$ cat config.mk
export PLATFORM = sky130hd
export DESIGN_NAME = hbuf_iface
export DESIGN_NICKNAME = d
export VERILOG_FILES = /design/src/rtl/hbuf_pkg.sv /design/src/rtl/hbuf_sync.sv /design/src/rtl/hbuf_regs.sv /design/src/rtl/hbuf_portmux.sv /design/src/rtl/hbuf_iface.sv
export SDC_FILE = /design/constraint.sdc
export NUM_CORES = 1
export LEC_CHECK = 0
export BUFFER_PORTS_ARGS = -buffer_cell sky130_fd_sc_hd__buf_2
export CORE_MARGIN = 5
export CORE_UTILIZATION = 30
export DETAILED_ROUTE_END_ITERATION = 8
export GPL_TIMING_DRIVEN = 0
export SYNTH_ARGS = -nofsm -noshare
export SYNTH_HDL_FRONTEND = slang
export SYNTH_SLANG_ARGS = --single-unit
export TNS_END_PERCENT = 10
$ cat constraint.sdc
create_clock -name clk -period 1.3 [get_ports clk]
set_clock_uncertainty 0.1 [all_clocks]
set_input_delay 0.325 -clock clk [delete_from_list [all_inputs] [get_ports clk]]
set_output_delay 0.325 -clock clk [all_outputs]
set_load 0.005 [all_outputs]
$ cat src/rtl/hbuf_pkg.sv
// Shared constants for the host data bus buffer.
// Assumes an 8-bit status word and an 8-bit general port.
package hbuf_pkg;
    localparam int STW        = 8;   // status word width
    localparam int ST_OBF     = 0;   // outbound full
    localparam int ST_IBF     = 1;   // inbound full
    localparam int ST_F0      = 2;   // firmware flag
    localparam int ST_CD      = 3;   // command/data of last host write
    localparam int ST_USR_LO  = 4;   // first of four firmware bits
    localparam int USRW       = 5;   // firmware-owned bits in total
    localparam int PW         = 8;   // general port width
    localparam int PB_OBF     = 4;   // port bit showing outbound full
    localparam int PB_IBF     = 5;   // port bit showing not inbound full
    localparam int PB_DACK    = 7;   // port bit used as DMA acknowledge

    typedef struct packed {
        logic flags;
        logic dma;
    } pin_mode_t;
endpackage

$ cat src/rtl/hbuf_sync.sv
// Two-flop synchronizer bank for asynchronous host inputs.
// Assumes each bit is independent; reset value is given per bit.
module hbuf_sync #(
    parameter int          W       = 4,
    parameter logic [W-1:0] RST_VAL = '1
) (
    input  logic         clk,
    input  logic         rst_n,
    input  logic [W-1:0] d,
    output logic [W-1:0] q
);
    logic [W-1:0] meta;

    genvar i;
    generate
        for (i = 0; i < W; i++) begin : g_bit
            // Two stages per bit to settle metastability.
            always_ff @(posedge clk) begin
                if (!rst_n) begin
                    meta[i] <= RST_VAL[i];
                    q[i]    <= RST_VAL[i];
                end else begin
                    meta[i] <= d[i];
                    q[i]    <= meta[i];
                end
            end
        end
    endgenerate
endmodule

$ cat src/rtl/hbuf_regs.sv
// Inbound/outbound byte registers and the handshake status word.
// Assumes synchronized active-low strobes and select, and that the
// address bit and write data are stable while a strobe is low.
module hbuf_regs
    import hbuf_pkg::*;
#(
    parameter int DW = 8
) (
    input  logic            clk,
    input  logic            rst_n,
    input  logic            sel_s,
    input  logic            rd_s_n,
    input  logic            wr_s_n,
    input  logic            a0_eff,
    input  logic [DW-1:0]   host_din,
    input  logic            loc_ibuf_rd,
    input  logic            loc_obuf_wr,
    input  logic [DW-1:0]   loc_obuf_data,
    input  logic [USRW-1:0] loc_user,
    output logic [DW-1:0]   ibuf_q,
    output logic [DW-1:0]   obuf_q,
    output logic [STW-1:0]  status
);
    logic rd_d, wr_d;
    logic wr_evt, rd_evt;
    logic ibf, obf, cd;

    // Remember previous strobe levels for falling-edge detection.
    always_ff @(posedge clk) begin
        if (!rst_n) begin
            rd_d <= 1'b1;
            wr_d <= 1'b1;
        end else begin
            rd_d <= rd_s_n;
            wr_d <= wr_s_n;
        end
    end

    assign wr_evt = sel_s & ~wr_s_n & wr_d;
    assign rd_evt = sel_s & ~rd_s_n & rd_d;

    // Inbound register, inbound-full flag and command/data flag.
    always_ff @(posedge clk) begin
        if (!rst_n) begin
            ibuf_q <= '0;
            ibf    <= 1'b0;
            cd     <= 1'b0;
        end else if (wr_evt) begin
            ibuf_q <= host_din;
            ibf    <= 1'b1;
            cd     <= a0_eff;
        end else if (loc_ibuf_rd) begin
            ibf    <= 1'b0;
        end
    end

    // Outbound register and outbound-full flag; a local write wins.
    always_ff @(posedge clk) begin
        if (!rst_n) begin
            obuf_q <= '0;
            obf    <= 1'b0;
        end else if (loc_obuf_wr) begin
            obuf_q <= loc_obuf_data;
            obf    <= 1'b1;
        end else if (rd_evt && !a0_eff) begin
            obf    <= 1'b0;
        end
    end

    // Assemble the status word.
    always_comb begin
        status                     = '0;
        status[ST_OBF]             = obf;
        status[ST_IBF]             = ibf;
        status[ST_F0]              = loc_user[0];
        status[ST_CD]              = cd;
        status[STW-1:ST_USR_LO]    = loc_user[USRW-1:1];
    end

    // a completed host write leaves the inbound flag set.
    a_r2_ibf_set: assert property (@(posedge clk) disable iff (!rst_n)
        wr_evt |=> status[ST_IBF]);
    // the command/data flag follows the address bit of the write.
    a_r2_cd_capture: assert property (@(posedge clk) disable iff (!rst_n)
        wr_evt |=> status[ST_CD] == $past(a0_eff));
    // a local read with no competing write clears inbound full.
    a_r3_ibf_clear: assert property (@(posedge clk) disable iff (!rst_n)
        (loc_ibuf_rd && !wr_evt) |=> !status[ST_IBF]);
    // a local write leaves outbound full set.
    a_r4_obf_set: assert property (@(posedge clk) disable iff (!rst_n)
        loc_obuf_wr |=> status[ST_OBF]);
    // a host data read with no competing write clears outbound full.
    a_r4_obf_clear: assert property (@(posedge clk) disable iff (!rst_n)
        (rd_evt && !a0_eff && !loc_obuf_wr) |=> !status[ST_OBF]);
    // a status read leaves outbound full unchanged.
    a_r5_status_read: assert property (@(posedge clk) disable iff (!rst_n)
        (rd_evt && a0_eff && !loc_obuf_wr) |=> $stable(status[ST_OBF]));
    // inbound full only rises on a selected host write.
    a_r6_ibf_cause: assert property (@(posedge clk) disable iff (!rst_n)
        $rose(status[ST_IBF]) |-> $past(wr_evt));
    // read and write edges are never seen together.
    a_r11_one_strobe: assert property (@(posedge clk) disable iff (!rst_n)
        !(rd_evt && wr_evt));
endmodule

$ cat src/rtl/hbuf_portmux.sv
// General port latch with command-controlled pin modes: buffer-full
// flags on two bits and a DMA acknowledge input on the top bit.
// Assumes commands arrive as one-cycle strobes; modes stick until reset.
module hbuf_portmux
    import hbuf_pkg::*;
#(
    parameter logic [7:0] FLAG_CODE = 8'hF5,
    parameter logic [7:0] DMA_CODE  = 8'hE5
) (
    input  logic          clk,
    input  logic          rst_n,
    input  logic          cmd_valid,
    input  logic [7:0]    cmd_code,
    input  logic          p2_wr,
    input  logic [PW-1:0] p2_wdata,
    input  logic          obf,
    input  logic          ibf,
    output pin_mode_t     mode,
    output logic [PW-1:0] p2_out
);
    logic [PW-1:0] latch;

    // Decode mode commands; each mode stays on once set.
    always_ff @(posedge clk) begin
        if (!rst_n) begin
            mode <= '0;
        end else if (cmd_valid) begin
            if (cmd_code == FLAG_CODE) mode.flags <= 1'b1;
            if (cmd_code == DMA_CODE)  mode.dma   <= 1'b1;
        end
    end

    // Port output latch written by the local processor.
    always_ff @(posedge clk) begin
        if (!rst_n) latch <= '1;
        else if (p2_wr) latch <= p2_wdata;
    end

    // Pin drive values, with mode overrides per bit.
    always_comb begin
        p2_out = latch;
        if (mode.flags) begin
            p2_out[PB_OBF] = latch[PB_OBF] & obf;
            p2_out[PB_IBF] = latch[PB_IBF] & ~ibf;
        end
        if (mode.dma) p2_out[PB_DACK] = 1'b1;
    end

    // the flag mode is never withdrawn before reset.
    a_r10_flags_sticky: assert property (@(posedge clk) disable iff (!rst_n)
        mode.flags |=> mode.flags);
    // the DMA mode is never withdrawn before reset.
    a_r10_dma_sticky: assert property (@(posedge clk) disable iff (!rst_n)
        mode.dma |=> mode.dma);
    // the acknowledge pin is released high in DMA mode.
    a_r8_dack_pin_high: assert property (@(posedge clk) disable iff (!rst_n)
        mode.dma |-> p2_out[PB_DACK]);
    // the outbound flag pin is low while the buffer is empty.
    a_r7_obf_pin: assert property (@(posedge clk) disable iff (!rst_n)
        (mode.flags && !obf) |-> !p2_out[PB_OBF]);
endmodule

$ cat src/rtl/hbuf_iface.sv
// Top of the host data bus buffer: synchronizes host strobes, forms the
// buffer select from chip select or DMA acknowledge, drives the host
// read bus and ties the register and port blocks together.
// Assumes address bit and data are stable while a strobe is low.
module hbuf_iface
    import hbuf_pkg::*;
#(
    parameter int         DW        = 8,
    parameter logic [7:0] FLAG_CODE = 8'hF5,
    parameter logic [7:0] DMA_CODE  = 8'hE5
) (
    input  logic            clk,
    input  logic            rst_n,
    input  logic            host_cs_n,
    input  logic            host_a0,
    input  logic            host_rd_n,
    input  logic            host_wr_n,
    input  logic [DW-1:0]   host_din,
    output logic [DW-1:0]   host_dout,
    output logic            host_doe,
    input  logic            loc_ibuf_rd,
    output logic [DW-1:0]   loc_ibuf_data,
    input  logic            loc_obuf_wr,
    input  logic [DW-1:0]   loc_obuf_data,
    input  logic [USRW-1:0] loc_user,
    output logic [STW-1:0]  loc_status,
    input  logic            loc_cmd_valid,
    input  logic [7:0]      loc_cmd_code,
    input  logic            loc_p2_wr,
    input  logic [PW-1:0]   loc_p2_data,
    input  logic [PW-1:0]   p2_in,
    output logic [PW-1:0]   p2_out
);
    localparam int NSYNC = 4;

    logic [NSYNC-1:0] raw_v, syn_v;
    pin_mode_t        mode;
    logic             dack_raw, dack_s, sel_raw, sel_s, a0_eff;
    logic [DW-1:0]    obuf_q;
    logic [STW-1:0]   status;

    assign raw_v = {p2_in[PB_DACK], host_cs_n, host_rd_n, host_wr_n};

    hbuf_sync #(.W(NSYNC), .RST_VAL('1)) u_sync (
        .clk (clk),
        .rst_n (rst_n),
        .d   (raw_v),
        .q   (syn_v)
    );

    // Select: chip select, or an enabled and asserted DMA acknowledge.
    assign dack_raw = mode.dma & ~p2_in[PB_DACK];
    assign dack_s   = mode.dma & ~syn_v[3];
    assign sel_raw  = ~host_cs_n | dack_raw;
    assign sel_s    = ~syn_v[2] | dack_s;
    assign a0_eff   = host_a0 & ~dack_raw;

    hbuf_regs #(.DW(DW)) u_regs (
        .clk           (clk),
        .rst_n         (rst_n),
        .sel_s         (sel_s),
        .rd_s_n        (syn_v[1]),
        .wr_s_n        (syn_v[0]),
        .a0_eff        (a0_eff),
        .host_din      (host_din),
        .loc_ibuf_rd   (loc_ibuf_rd),
        .loc_obuf_wr   (loc_obuf_wr),
        .loc_obuf_data (loc_obuf_data),
        .loc_user      (loc_user),
        .ibuf_q        (loc_ibuf_data),
        .obuf_q        (obuf_q),
        .status        (status)
    );

    hbuf_portmux #(.FLAG_CODE(FLAG_CODE), .DMA_CODE(DMA_CODE)) u_port (
        .clk       (clk),
        .rst_n     (rst_n),
        .cmd_valid (loc_cmd_valid),
        .cmd_code  (loc_cmd_code),
        .p2_wr     (loc_p2_wr),
        .p2_wdata  (loc_p2_data),
        .obf       (status[ST_OBF]),
        .ibf       (status[ST_IBF]),
        .mode      (mode),
        .p2_out    (p2_out)
    );

    // Host read bus: status or outbound byte, driven only when selected.
    always_comb begin
        host_doe  = sel_raw & ~host_rd_n;
        host_dout = a0_eff ? status : obuf_q;
    end

    assign loc_status = status;

    // the bus is never driven while unselected.
    a_r11_doe_sel: assert property (@(posedge clk) disable iff (!rst_n)
        host_doe |-> (!host_cs_n || (mode.dma && !p2_in[PB_DACK])));
    // under DMA acknowledge a read always returns the outbound byte.
    a_r8_dack_data: assert property (@(posedge clk) disable iff (!rst_n)
        (dack_raw && host_doe) |-> host_dout == obuf_q);
endmodule

After elaboration in Yosys (flattened, before gate mapping)
Cells that the tools add are included.
{"block": "classes", "eq_ne": 2, "n_mux": 7, "bitwise_logic": 21, "n_reduce_logical": 6}
{"cell": "== test 8 bit (second input constant)", "count": 2}
{"cell": "AND 1 bit", "count": 10}
{"cell": "NOT 1 bit", "count": 9}
{"cell": "2-to-1 mux 8 bit", "count": 1}
{"cell": "2-to-1 mux 1 bit", "count": 5}
{"cell": "AND reduction 2 bit", "count": 2}
{"cell": "nonzero test 2 bit", "count": 2}
{"cell": "2-to-1 mux 2 bit", "count": 1}
{"cell": "OR 1 bit", "count": 2}
{"cell": "logical AND 1 bit", "count": 1}
{"cell": "zero test 1 bit", "count": 1}
{"block": "word_totals", "regBits": 39, "in_bits": 55, "out_inout_bits": 33, "word_cells": 54}

Depth between registers and ports, before layout
Gate-level depths: netlist of the first run.
{"block": "depth", "ltp_word": 8, "depth_mapped": 4, "mapped_depth_nobuf": 3}

Modules after synthesis
Synthesis of the first run repeated with hierarchy kept, for this count alone.
{"block": "hier_totals", "hier_cells": 161, "hier_area_um2": 1709.1}
{"mod": "hbuf_regs", "instances": 1, "cells_per_inst": 86, "area_per_inst_um2": 858.3, "seq_area_each_um2": 420.4}
{"mod": "hbuf_portmux", "instances": 1, "cells_per_inst": 45, "area_per_inst_um2": 469.2, "seq_area_each_um2": 200.2}
{"mod": "hbuf_sync", "instances": 1, "cells_per_inst": 16, "area_per_inst_um2": 210.2, "seq_area_each_um2": 160.2}
{"mod": "hbuf_iface", "instances": 1, "cells_per_inst": 14, "area_per_inst_um2": 171.4, "seq_area_each_um2": 0.0}

Worst setup path before layout of the first run
Ideal clock, no wire load.
{"block": "synth_path", "path_kind": "input to output", "startpoint": "in p2_in[7]", "endpoint": "out host_dout[0]", "arrival_time_ns": 1.015, "required_time_ns": 0.875, "slack_ns": -0.140, "path_stages": 3, "path_buffers": 0, "cell_sequence": "nand2b_2 nand2_2 mux2_2"}
{"block": "synth_between", "elab_chain_cells": 5}
{"element": "start, declared", "line": "hbuf_iface.sv:31", "source": "input logic [PW-1:0] p2_in,"}
{"element": "NOT 1 bit", "line": "hbuf_iface.sv:52", "source": "assign dack_raw = mode.dma & ~p2_in[PB_DACK];"}
{"element": "AND 1 bit", "line": "hbuf_iface.sv:52"}
{"element": "NOT 1 bit", "line": "hbuf_iface.sv:56", "source": "assign a0_eff = host_a0 & ~dack_raw;"}
{"element": "AND 1 bit", "line": "hbuf_iface.sv:56"}
{"element": "2-to-1 mux 8 bit", "line": "hbuf_iface.sv:91", "source": "host_dout = a0_eff ? status : obuf_q;"}
{"element": "end, declared", "line": "hbuf_iface.sv:19", "source": "output logic [DW-1:0] host_dout,"}
No other way between the ends.

Final worst setup path of the first run
{"block": "layout_path", "startpoint": "reg u_port.mode[0] (netlist name)", "endpoint": "out host_dout[3]"}
{"block": "layout_between", "elab_chain_cells": 4}
{"element": "AND 1 bit", "line": "hbuf_iface.sv:52"}
{"element": "NOT 1 bit", "line": "hbuf_iface.sv:56"}
{"element": "AND 1 bit", "line": "hbuf_iface.sv:56"}
{"element": "2-to-1 mux 8 bit", "line": "hbuf_iface.sv:91"}
No other way between the ends.

==> impl_metrics.ini, run 1 <==
[outcome]
outcome = finished, violations left
violations = negative setup slack

[cells_and_area]
n_antenna_cell = 0
register_area_um2 = 798
multi_input_area_um2 = 758
final_common_cell = buf_2
layout-drive-gt1-share_pct = 53.4
area_delta_synth_final_pct = 42.8
nets = 301
final_cell_mix = buf_2, dfxtp_1, nand2_1, mux2i_1, buf_4
fillers = 508

[global_route]
grt_remaining_overflow = 0
antenna_found_initial = 0
grt_pass1_vias = 1326
grt_max_degree = 13
grt_use_total_pct = 10.9
grt_pass1_wl_mm = 6.20

[drt]
wire_per_inst_um = 11.5
drcViolationCount = 0
ant_nets = 0
first_pass_iters = 4
drt-initial-drc-count = 26
drt-total-wl_mm = 3.65
vias_per_cell = 4.21
num_vias = 1333

[hold_path]
hold_start = host_wr_n
min_path_cells = 2
hold_end = u_sync.meta[0]
hold_path_class = in -> reg

[setup_path]
cp_max_fo = 8
rr_endpoint = u_regs.ibuf_q[7]
r2r_start = u_port.mode[0]
ff2ff_setup_slack_ps = 90
critical_path_class = reg -> out
crit_path_end_kind = primary output
slowest_delay_ps = 360
path_cells = nand2b_4 -> nand2_8 -> mux2_4 -> buf_6
reg2reg_depth = 5
cp_data_arrival_time_ps = 1270
critPathSlowestCell = dfxtp_4
crit_path_start_kind = flop
cp.required_ps = 880

[die]
initial_core_util_pct = 31.4
die_y_um = 83.6
io_pins = 88
dieArea_um2 = 6980
rows = 26
coreArea_um2 = 5170
die_w_um = 83.6

[cts]
insertion_delay_ps = 290
root_buffer = clkbuf_8
cts_buffers = 5
cts_buffer_depth = 2
cts_num_sinks = 39
cts_tree = built
cts.clk_slew.worst_paths_ps = 70
h-tree-depth = 2

[placed_design]
dp_slack_ps = -307
gp_congestion = 0.674
dp_hpwl_mm = 2.81
portBuffers = 77

[sta]
fin_ws_ps = -398
worstMarginPinSlew_ps = 397
post-route-min-period_ps = 1700
slew_violations = 0
fmax_mhz = 589
finalSetupViolCount = 12
finalCritPeriodShare_pct = 131
slew_headroom_pct = 73.5
hold_viol_final = 0
rsz0062_at_grt = true

[yosys]
ys_seq_area_share_pct = 48.1
syn_inst = 160
syn_area_um2 = 1620
synth_area_per_cell_um2 = 10.2
synth_warnings = 0
synth_seq_cells = 39
ys_types = 27
syn_nets = 215

[run]
maxCapViolCount = 0

[power_and_ir_drop]
irDropWorstVdd_v = 0.000456
p_leak_nw = 1.09
powerDensity_nw_per_um2 = 1030
power_mw = 2.38
worst max-delay path: cells and delay by family, from the launching register on:
family                 cells  cell delay, ps
and+or+nand+nor            2             200
DFF                        1             360
buffers and inverters      1             120
muxes                      1             320
worst max path at each step:
stage	start	end	slack [ps]	cells after the start
6_report	u_port.mode[0]	host_dout[3]	-400	4
5_1_grt	u_port.mode[0]	host_dout[3]	-450	4
4_1_cts	u_port.mode[0]	host_dout[3]	-430	4
3_5_place_dp	p2_in[7]	host_dout[3]	-310	5
3_3_place_gp	p2_in[7]	host_dout[3]	-290	5
2_1_floorplan	p2_in[7]	host_dout[0]	-10	3
per-layer routing:
metal  GRT usage [%]  part of all wire (%)
met1            12.0                    39
met2            18.7                    51
met3            3.65                   7.5
met4            5.26                   2.3
met5               0                     0
cell type report:
type | count | area share, %
Sequential cell | 39 | 34.4
Multi-Input combinational cell | 99 | 32.7
Buffer | 21 | 6.10
Timing Repair Buffer | 79 | 19.2
Tap cell | 70 | 3.78
Clock buffer | 6 | 3.13
Clock inverter | 2 | 0.540
Inverter | 1 | 0.162
flip-flops by register name (all words and copies together) (netlist names):
signal and flops:
u_regs.wr_d 1, u_port.latch 8, u_regs.cd 1, u_regs.rd_d 1, u_regs.ibf 1, u_sync.meta 4, u_regs.obf 1, u_regs.obuf_q 8
u_port.mode 2, u_sync.q 4, u_regs.ibuf_q 8
Yosys cell counts:
cell | count | area (um2)
a21oi_1 | 1 | 5.00
mux2_2 | 8 | 90.1
mux2i_1 | 25 | 250
a31oi_1 | 1 | 6.26
buf_2 | 5 | 25.0
nor2_1 | 1 | 3.75
a22oi_1 | 1 | 7.51
nor2b_1 | 9 | 56.3
nand2b_2 | 2 | 17.5
inv_1 | 1 | 3.75
nand2_1 | 27 | 101
buf_6 | 1 | 11.3
o21a_1 | 2 | 15.0
dfxtp_1 | 39 | 781
buf_4 | 13 | 97.6
nor3_1 | 1 | 5.00
nand4bb_1 | 1 | 11.3
o21ai_0 | 1 | 5.00
a21boi_0 | 2 | 15.0
clkbuf_1 | 2 | 7.51
nand4_1 | 1 | 6.26
nand2_2 | 1 | 6.26
nand3_1 | 1 | 5.00
a21oi_2 | 1 | 8.76
nand2b_1 | 11 | 68.8
or2_2 | 1 | 6.26
o31ai_1 | 1 | 7.51
through the flow:
stage / setup TNS [ps] / area, um2 / hold slack [ps] / std cells / utilization, %
2_1_floorplan: -81.2 / 1670 / 286 / 160 / -
6_report: -3740 / 2320 / 119 / 317 / 44.8
5_1_grt: -4550 / 2320 / 112 / 317 / 44.8
4_1_cts: -4130 / 2290 / 108 / 317 / 44.3
3_5_place_dp: -2400 / 2150 / 297 / 307 / 41.5
3_3_place_gp: -2290 / 2150 / 290 / 307 / 41.5
report_power, final:
part	switching [mW]	internal (mW)	total (mW)
combinational	0.127	0.208	0.335
clock	0.407	0.375	0.782
sequential	0.0208	1.24	1.26
total	0.555	1.82	2.38
kinds of logic (layout without fill, tap and decap cells):
family	after synthesis	count (layout)	synth area share (%)
and+or+nand+nor	56	56	17.7
DFF	39	39	48.1
muxes	33	33	21.0
buffers and inverters	22	109	8.94
AOI/OAI and AO/OA	10	10	4.31
what timing repair did:
| item | 4_1_cts | 5_1_grt |
|---|---|---|
| resized for setup | 13 | 11 |
| pin swaps | 2 | 3 |
| setup endpoints to repair | 14 | 25 |
| hold buffers | 0 | 0 |
| setup buffers | 2 | 0 |
Power figures use the tool's default switching activity.
==> run 2: changes to the inputs <==
Settings changed: SETUP_SLACK_MARGIN set to 0.5.
==> run 2 against run 1 <==
  * The flow still finishes with violations (negative setup slack)
  * Die area did not move
  * Clock-buffer cell count did not move
  * Sequential share of layout area fell by 1.9 points
  * Clock power barely moved
  * Power rose by 2.3%
  * Combinational power rose by 15%
  * Sequential power barely moved
  * Global-route usage rose by 0.41 points
  * Sequential cell count did not move
  * Non-clock buffer count did not move
  * Critical path depth did not move
  * Maximum frequency barely moved
  * Largest cell class unchanged
  * Largest power group unchanged
  * Highest routed layer unchanged
==> impl_metrics.ini, run 2 (synthesized netlist as in run 1, its figures left out) <==
[global_route]
grt_use_total_pct = 11.3
grt_pass1_wl_mm = 6.44
antenna_found_initial = 0
grt_max_degree = 13
grt_remaining_overflow = 0
grt_pass1_vias = 1371

[placed_design]
dp_hpwl_mm = 2.81
portBuffers = 77
gp_congestion = 0.674

[sta]
finalSetupViolCount = 12
worstMarginPinSlew_ps = 400
slew_headroom_pct = 73.4
fmax_mhz = 589
fin_ws_ps = -399
hold_viol_final = 0
slew_violations = 0
finalCritPeriodShare_pct = 131
totalNegativeSetupSlack_ps = -3750
post-route-min-period_ps = 1700
rsz0062_at_grt = true

[die]
rows = 26
dieArea_um2 = 6980
coreArea_um2 = 5170
io_pins = 88
die_w_um = 83.6
die_y_um = 83.6
initial_core_util_pct = 31.4

[drt]
drt-initial-drc-count = 21
drt-total-wl_mm = 3.83
vias_per_cell = 4.27
ant_nets = 0
drcViolationCount = 0
first_pass_iters = 4
wire_per_inst_um = 12.1
num_vias = 1355

[setup_path]
critPathSlowestCell = dfxtp_4
critical_path_class = reg -> out
cp_data_arrival_time_ps = 1270
crit_path_end_kind = primary output
slowest_delay_ps = 360
path_cells = nand2b_4 -> nand2_8 -> mux2_4 -> buf_6
cp_top_family = flip-flops
crit_path_start_kind = flop
cp_max_fo = 8
cp.required_ps = 880
critPathBufInv = 1

[cts]
cts.clk_slew.worst_paths_ps = 70
insertion_delay_ps = 290
cts_buffer_depth = 2
cts_num_sinks = 39
cts_hold_buf = 0
root_buffer = clkbuf_8
cts_tree = built
cts_buffers = 5
h-tree-depth = 2

[run]
maxCapViolCount = 0

[cells_and_area]
fin_util_pct = 48.1
nets = 301
final_common_cell = buf_2
final_cell_mix = buf_2, buf_6, nand2_1, mux2i_1, dfxtp_1
layout-drive-gt1-share_pct = 57.5
n_antenna_cell = 0
area_delta_synth_final_pct = 53.1
top_regs = u_port.latch x8, u_regs.ibuf_q x8, u_regs.obuf_q x8
fillers = 497

[power_and_ir_drop]
irDropWorstVdd_v = 0.000455
powerDensity_nw_per_um2 = 979
p_leak_nw = 1.15

[outcome]
violations = negative setup slack
outcome = finished, violations left

[hold_path]
hold_path_class = in -> reg
==> run 2: cell types whose count changed in the layout (fill, tap and decap cells not counted) <==
| cell | before | now |
|---|---|---|
| nor3_1 | 1 | 0 |
| buf_6 | 8 | 35 |
| nor3_2 | 0 | 1 |
| clkbuf_4 | 0 | 3 |
| buf_4 | 15 | 5 |
| dfxtp_1 | 29 | 20 |
| buf_2 | 75 | 55 |
| dfxtp_2 | 8 | 17 |
==> run 2: stage by stage <==
step / hold WS, ps / cell area (um2) / setup slack, ps / cells / total power, mW
finish: 119 / 2490 / -399 / 317 / 2.43
global route: 112 / 2490 / -454 / 317 / 2.58
CTS: 108 / 2440 / -432 / 317 / 2.48
detailed placement: 297 / 2150 / -307 / 307 / 1.61
global placement: 290 / 2150 / -293 / 307 / 1.60
floorplan: 286 / 1670 / -10.1 / 160 / 1.47
==> run 2: routing by layer <==
metal	vias to the layer above	global-route usage (%)	wire, um
li1	691	-	-
met1	613	12.3	1490
met2	44	19.7	1980
met3	7	3.65	270
met4	0	5.26	85
met5	-	0	0
==> run 2: worst reg2reg max path, stage by stage, from the launching register on <==
cell	delay, ps
dfxtp_4	360
buf_4	120
nand2b_2	60
a21oi_2	130
buf_6	190
mux2i_1	200
==> run 2: power breakdown <==
part	switching, mW	total, mW	internal, mW	leakage [nW]
combinational	0.136	0.385	0.249	0.787
clock	0.409	0.784	0.375	0.0412
sequential	0.0232	1.26	1.24	0.325
==> run 2: cell type report <==
cell class | instances | area [um2] | area share [%]
clock buffers | 6 | 72.6 | 2.92
repair buffers | 79 | 551 | 22.1
well taps | 70 | 87.6 | 3.52
plain buffers | 21 | 186 | 7.50
clock inverters | 2 | 12.5 | 0.503
inverters | 1 | 3.75 | 0.151
multi-input cells | 99 | 763 | 30.7
flip-flops and latches | 39 | 810 | 32.6
==> run 2: path summary, 6_finish.rpt <==
path	startpoint	endpoint	slack, ps	cells past startpoint
setup / recovery	u_port.mode[0]	host_dout[2]	-400	4
hold / removal	host_wr_n	u_sync.meta[0]	120	2
setup reg to reg	u_port.mode[0]	u_regs.ibuf_q[7]	90	5
hold reg to reg	u_regs.rd_d	u_regs.obf	310	1
==> run 2: timing repair <==
item / 4_1_cts / 5_1_grt
resized for setup: 62 / 12
pin swaps: 4 / 2
setup endpoints to repair: 44 / 58
setup buffers: 2 / 0
